===== config.mk =====
export PLATFORM = sky130hd
export DESIGN_NAME = ipc_ctrl
export DESIGN_NICKNAME = d
export VERILOG_FILES = /design/src/rtl/ipc_pkg.sv /design/src/rtl/ipc_ctrl.sv
export SDC_FILE = /design/constraint.sdc
export NUM_CORES = 1
export LEC_CHECK = 0
export ABC_CLOCK_PERIOD_IN_PS = 1800
export CAP_MARGIN = 20
export CORE_AREA = 2 2 39 41
export DETAILED_ROUTE_END_ITERATION = 12
export DIE_AREA = 0 0 41 43
export PLACE_DENSITY = 0.47
export SLEW_MARGIN = 20
export SYNTH_ARGS = -nofsm -noshare
export SYNTH_HDL_FRONTEND = slang
export SYNTH_SLANG_ARGS = --single-unit

===== constraint.sdc =====
create_clock -name vclk -period 1.8
set_clock_uncertainty 0.15 [all_clocks]
set_input_delay 0.45 -clock vclk [all_inputs]
set_output_delay 0.45 -clock vclk [all_outputs]
set_load 0.02 [all_outputs]

===== src/rtl/ipc_pkg.sv =====
package ipc_pkg;
  localparam int CLASS_W = 5;
  localparam int SPR_W   = 10;
  localparam int CODE_W  = 3;

  typedef enum logic [CLASS_W-1:0] {
    CL_PLAIN     = 5'd0,
    CL_CACHEINV  = 5'd1,
    CL_RDSTATE   = 5'd2,
    CL_WRSTATE   = 5'd3,
    CL_RDSEG     = 5'd4,
    CL_WRSEG     = 5'd5,
    CL_RDSEGX    = 5'd6,
    CL_WRSEGX    = 5'd7,
    CL_EXCRET    = 5'd8,
    CL_TLBINV    = 5'd9,
    CL_TLBSYNC   = 5'd10,
    CL_WRSPECIAL = 5'd11,
    CL_RDSPECIAL = 5'd12,
    CL_RDTIME    = 5'd13,
    CL_SYSCALL   = 5'd14,
    CL_TRAP      = 5'd15,
    CL_CTXSYNC   = 5'd16
  } instrClass_e;

  typedef enum logic [CODE_W-1:0] {
    RES_NONE    = 3'd0,
    RES_ILLEGAL = 3'd1,
    RES_PRIV    = 3'd2,
    RES_SYSCALL = 3'd3,
    RES_TRAP    = 3'd4,
    RES_NOP     = 3'd5
  } resCode_e;

  typedef struct packed {
    logic [SPR_W-1:0] num;
    logic             valid;
    logic             supv;
    logic             ro;
  } sprEntry_t;

  typedef struct packed {
    logic              capture;
    logic [CODE_W-1:0] code;
    logic              loadPending;
    logic              commitMode;
  } ctrlStrobe_t;

  localparam int DEF_SPR_COUNT = 11;
  localparam sprEntry_t [DEF_SPR_COUNT-1:0] DEF_SPR_TABLE = '{
    '{num: 10'd1,    valid: 1'b1, supv: 1'b0, ro: 1'b0},
    '{num: 10'd8,    valid: 1'b1, supv: 1'b0, ro: 1'b0},
    '{num: 10'd9,    valid: 1'b1, supv: 1'b0, ro: 1'b0},
    '{num: 10'd26,   valid: 1'b1, supv: 1'b1, ro: 1'b0},
    '{num: 10'd272,  valid: 1'b1, supv: 1'b1, ro: 1'b0},
    '{num: 10'd268,  valid: 1'b1, supv: 1'b0, ro: 1'b1},
    '{num: 10'd269,  valid: 1'b1, supv: 1'b0, ro: 1'b1},
    '{num: 10'd287,  valid: 1'b1, supv: 1'b1, ro: 1'b1},
    '{num: 10'd1008, valid: 1'b1, supv: 1'b1, ro: 1'b0},
    '{num: 10'd1009, valid: 1'b1, supv: 1'b1, ro: 1'b1},
    '{num: 10'd1013, valid: 1'b0, supv: 1'b1, ro: 1'b0}
  };
endpackage


===== src/rtl/ipc_ctrl.sv =====
module ipc_ctrl
  import ipc_pkg::*;
(
  input  logic               issueValid,
  input  logic [CLASS_W-1:0] instrClass,
  input  logic               trapCond,
  input  logic               curUser,
  input  logic               sprHit,
  input  logic               sprSupv,
  input  logic               sprRo,
  output ctrlStrobe_t        strobe
);
  localparam logic [CLASS_W-1:0] LAST_CLASS = CL_CTXSYNC;

  resCode_e code;
  logic     loadPending;
  logic     commitMode;

  always_comb begin
    code        = RES_NONE;
    loadPending = 1'b0;
    commitMode  = 1'b0;
    if (issueValid) begin
      if (instrClass > LAST_CLASS) begin
        code = RES_ILLEGAL;
      end else begin
        case (instrClass_e'(instrClass))
          CL_WRSPECIAL, CL_RDSPECIAL, CL_RDTIME: begin
            if (!sprHit)
              code = RES_ILLEGAL;
            else if (sprSupv && curUser)
              code = RES_PRIV;
            else if ((instrClass == CL_WRSPECIAL) && sprRo)
              code = RES_NOP;
          end
          CL_WRSTATE: begin
            if (curUser) code = RES_PRIV;
            else         loadPending = 1'b1;
          end
          CL_CACHEINV, CL_RDSTATE, CL_RDSEG, CL_WRSEG, CL_RDSEGX,
          CL_WRSEGX, CL_EXCRET, CL_TLBINV, CL_TLBSYNC: begin
            if (curUser) code = RES_PRIV;
          end
          CL_SYSCALL: code = RES_SYSCALL;
          CL_TRAP:    if (trapCond) code = RES_TRAP;
          CL_CTXSYNC: commitMode = 1'b1;
          default:    code = RES_NONE;
        endcase
      end
    end
  end

  always_comb begin
    strobe.capture     = issueValid;
    strobe.code        = code;
    strobe.loadPending = loadPending;
    strobe.commitMode  = commitMode;
  end
endmodule


Yosys cells after proc, flatten, opt, wreduce, memory -nomap -nowiden
Cells that the tools add are included.
{"block": "totals", "latch_bits": 0, "mem_count": 0, "ram_bits": 0, "romBits": 0, "word_cells": 36, "input_bits": 11, "regBits": 0, "output_inout_bits": 6}
{"block": "op_classes", "reduce_logical": 4, "addsub": 0, "shifts": 0, "order_cmp": 1, "multipliers": 0, "bitwise_logic": 0, "mux": 15, "div": 0, "eq_ne": 16}
{"operator": "$eq A5 B4 Y1 const B", "n": 8}
{"operator": "$eq A5 B3 Y1 const B", "n": 4}
{"operator": "$mux W3", "n": 6}
{"operator": "$pmux W3 S4", "n": 1}
{"operator": "$eq A5 B2 Y1 const B", "n": 2}
{"operator": "$reduce_or A10 Y1", "n": 1}
{"operator": "$mux W1", "n": 7}
{"operator": "$eq A5 B1 Y1 const B", "n": 1}
{"operator": "$eq A5 B5 Y1 const B", "n": 1}
{"operator": "$gt A5 B5 Y1 const B", "n": 1}
{"operator": "$reduce_or A3 Y1", "n": 1}
{"operator": "$logic_and A1 B1 Y1", "n": 2}
{"operator": "$mux W2", "n": 1}

Depth between registers and ports, before layout
{"block": "depth", "ltp_word": 8, "ltp_mapped": 5, "mapped_depth_nobuf": 3}

Worst setup path before layout
OpenSTA, ideal clock, no wires.
{"block": "synth_timing", "path_type": "input -> output", "start": "input sprRo", "end": "output strobe[4] (netlist bit)", "required_ns": 1.200, "slack_ns": -0.272, "arrival_time_ns": 1.472, "path_buffers": 0, "cell_stages": 3, "path_cell_list": "a21bo_2 > o31a_2 > nor3b_1"}
{"element": "start, declared", "line": "ipc_ctrl.sv:10", "text": "input logic sprRo,"}
{"element": "end, declared", "line": "ipc_ctrl.sv:11", "text": "output ctrlStrobe_t strobe"}

==> results.toml <==
[critical_path]
cp_common_cell = "buf_6"
critPathSlowestCell = "or3_4"
path_class = "input port to primary output"
slowest_delay_ps = 410
cp-start-kind = "input port"
crit_path_cell_trace = "buf_8 -> or3_4 -> nor2_4 -> buf_6 -> o32ai_4 -> buf_6"
cp_max_fo = 5
end_kind = "primary output"
crit_arrival_ps = 1390
critPathBufInv = 3
worstPathRequired_ps = 1200
cp_top_family = "simple AND/OR/NAND/NOR gates"

[routing]
drcViolationCount = 0
wire_per_inst_um = 10.82
drt-initial-drc-count = 2
drt_wl_total_um = 801
detail_route.vias_per_cell = 4.500
first_pass_iters = 4
num_vias = 333
drtAntennaViolNets = 0

[worst_hold_path]
hold_path_class = "input port to primary output"

[power_and_ir_drop]
p_seq_frac = 0
p_clk_frac = 0
power.density_nw_per_um2 = 203.4
p_sw_frac = 0.4179
combPwrFrac = 1.000
p_leak_nw = 0.2677
p_int_w = 0.00007185
vdd_ir_drop_max_mv = 0.05937
p_total_w = 0.0001234
p_switching_w = 0.00005160

[grt]
grt_max_degree = 8
grt_use_total = 0.09491
grt_pass1_wl_um = 1248
grt_pass1_vias = 321
antenna_found_initial = 0
grt.overflow.total = 0

[flow_run]
drv_cap = 0

[floorplanning]
die_x_um = 41
fp.dieArea_um2 = 1763
ios = 17
fp-row-count = 14
die_h_um = 43
start_util = 0.1655
coreArea_um2 = 1384

[layout]
drive_gt1_frac = 0.8103
nNetsFinal = 71
syn2layout_area_growth_pct = 165.0
seq_cell_count = 0
final_core_util = 0.4385
clock_buffer_count = 0
diodes = 0
register_area_um2 = 0

[timing]
max_freq_ghz = 0.5037
max_slew.worst_pin.slew_ps = 275.7
post-route-worst-setup-slack_ps = -185.2
rsz0062_at_grt = "yes"
final-setup-viol-count = 4
min_period_ps = 1985
slew_violations = 0
slew_headroom = 0.8142
setup_tns_ps = -636.6
hold_violations = 0
fin_crit_sh = 1.103

[synth]
syn-instance-count = 32
yosysMostFrequentCell = "nand2_1"
syn_avg_cell_area_um2 = 7.155
synth_top_area_cell = "buf_4"
synth_warnings = 0
seq_area_frac_synth = 0
synth_area_leaders = "buf_4, o31a_2, o32ai_2"
synth_nets = 43
ys_types = 24
synth_top_cell_area_share = 0.09836
synth_common_cells = "nand2_1, buf_4, nand3_1"
synth_area_um2 = 229.0

[status]
violations = "negative setup slack"
outcome = "finished with violations"

[placed_design]
place_ws_ps = -1078
io_buffer_count = 17
dp_hpwl_um = 629.1
gp_congestion = 0.7552
==> per-layer routing <==
layer | up-vias | GRT usage | part of all wire
met4 | 0 | 0 | 0
met3 | 0 | 0.005236 | 0.082
met2 | 10 | 0.1938 | 0.55
met1 | 151 | 0.1013 | 0.37
li1 | 172 | - | -
met5 | - | 0 | 0
==> cells in the final DEF (no fill, tap or decap) <==
master and n:
a21bo_4 1, a21o_2 1, a21oi_4 1, and2b_2 1, and3_4 1, and3b_2 1, buf_2 2, buf_4 10
buf_6 13, buf_8 2, clkbuf_2 1, dlygate4sd2_1 1, dlymetal6s2s_1 1, inv_1 1, nand2_1 3, nand2_4 1
nand3_1 3, nor2_2 1, nor2_4 1, nor2b_1 1, nor3_2 1, nor3b_2 1, o211ai_4 1, o21ai_2 1
o2bb2ai_4 1, o31a_2 2, o32ai_4 1, o41ai_2 1, or2b_1 1, or3_4 1
==> kinds of logic after synthesis <==
| family | share of synthesized area |
|---|---|
| buffers and inverters | 0.1639 |
| AO/OA/AOI/OAI | 0.4153 |
| AND/OR/NAND/NOR | 0.4208 |
==> power groups by stage <==
stage                     sequential, W  combinational [W]  clock, W
after floorplan                       0          0.0000427         0
final                                 0           0.000123         0
after global routing                  0           0.000132         0
after CTS                             0           0.000122         0
after detailed placement              0           0.000101         0
after global placement                0           0.000101         0
==> tightest hold or removal path, cell delays in order <==
cell and delay, ps:
buf_6 70, buf_4 110, nor3_2 40, buf_4 140
==> what timing repair did <==
item                       in CTS  in global routing
resized for setup              95                  5
pin swaps                      11                  3
setup buffers                   2                  0
hold endpoints to repair        0                  0
setup endpoints to repair       6                  5
hold buffers                    0                  0
==> through the flow <==
stage          cells  instance area [µm²]  hold WS (ps)
2_1_floorplan     32                261.5         862.6
3_3_place_gp      72                500.5          1836
3_5_place_dp      72                500.5          1841
4_1_cts           74                600.6          1115
5_1_grt           74                606.8          1128
6_report          74                606.8          1112
==> final cells by class <==
cell class                 instances  area [µm²]
fill                             131       777.0
timing repair buffer              30       287.8
multi-input combinational         27       295.3
tap                               16       20.02
inverter                           1       3.754
==> final timing paths <==
kind | start | endpoint | slack (ps) | depth (start not counted)
hold / removal | curUser | strobe[1] | 1110 | 4
setup / recovery | instrClass[0] | strobe[3] | -190 | 6
No activity file was read; power rests on OpenSTA's default activity.
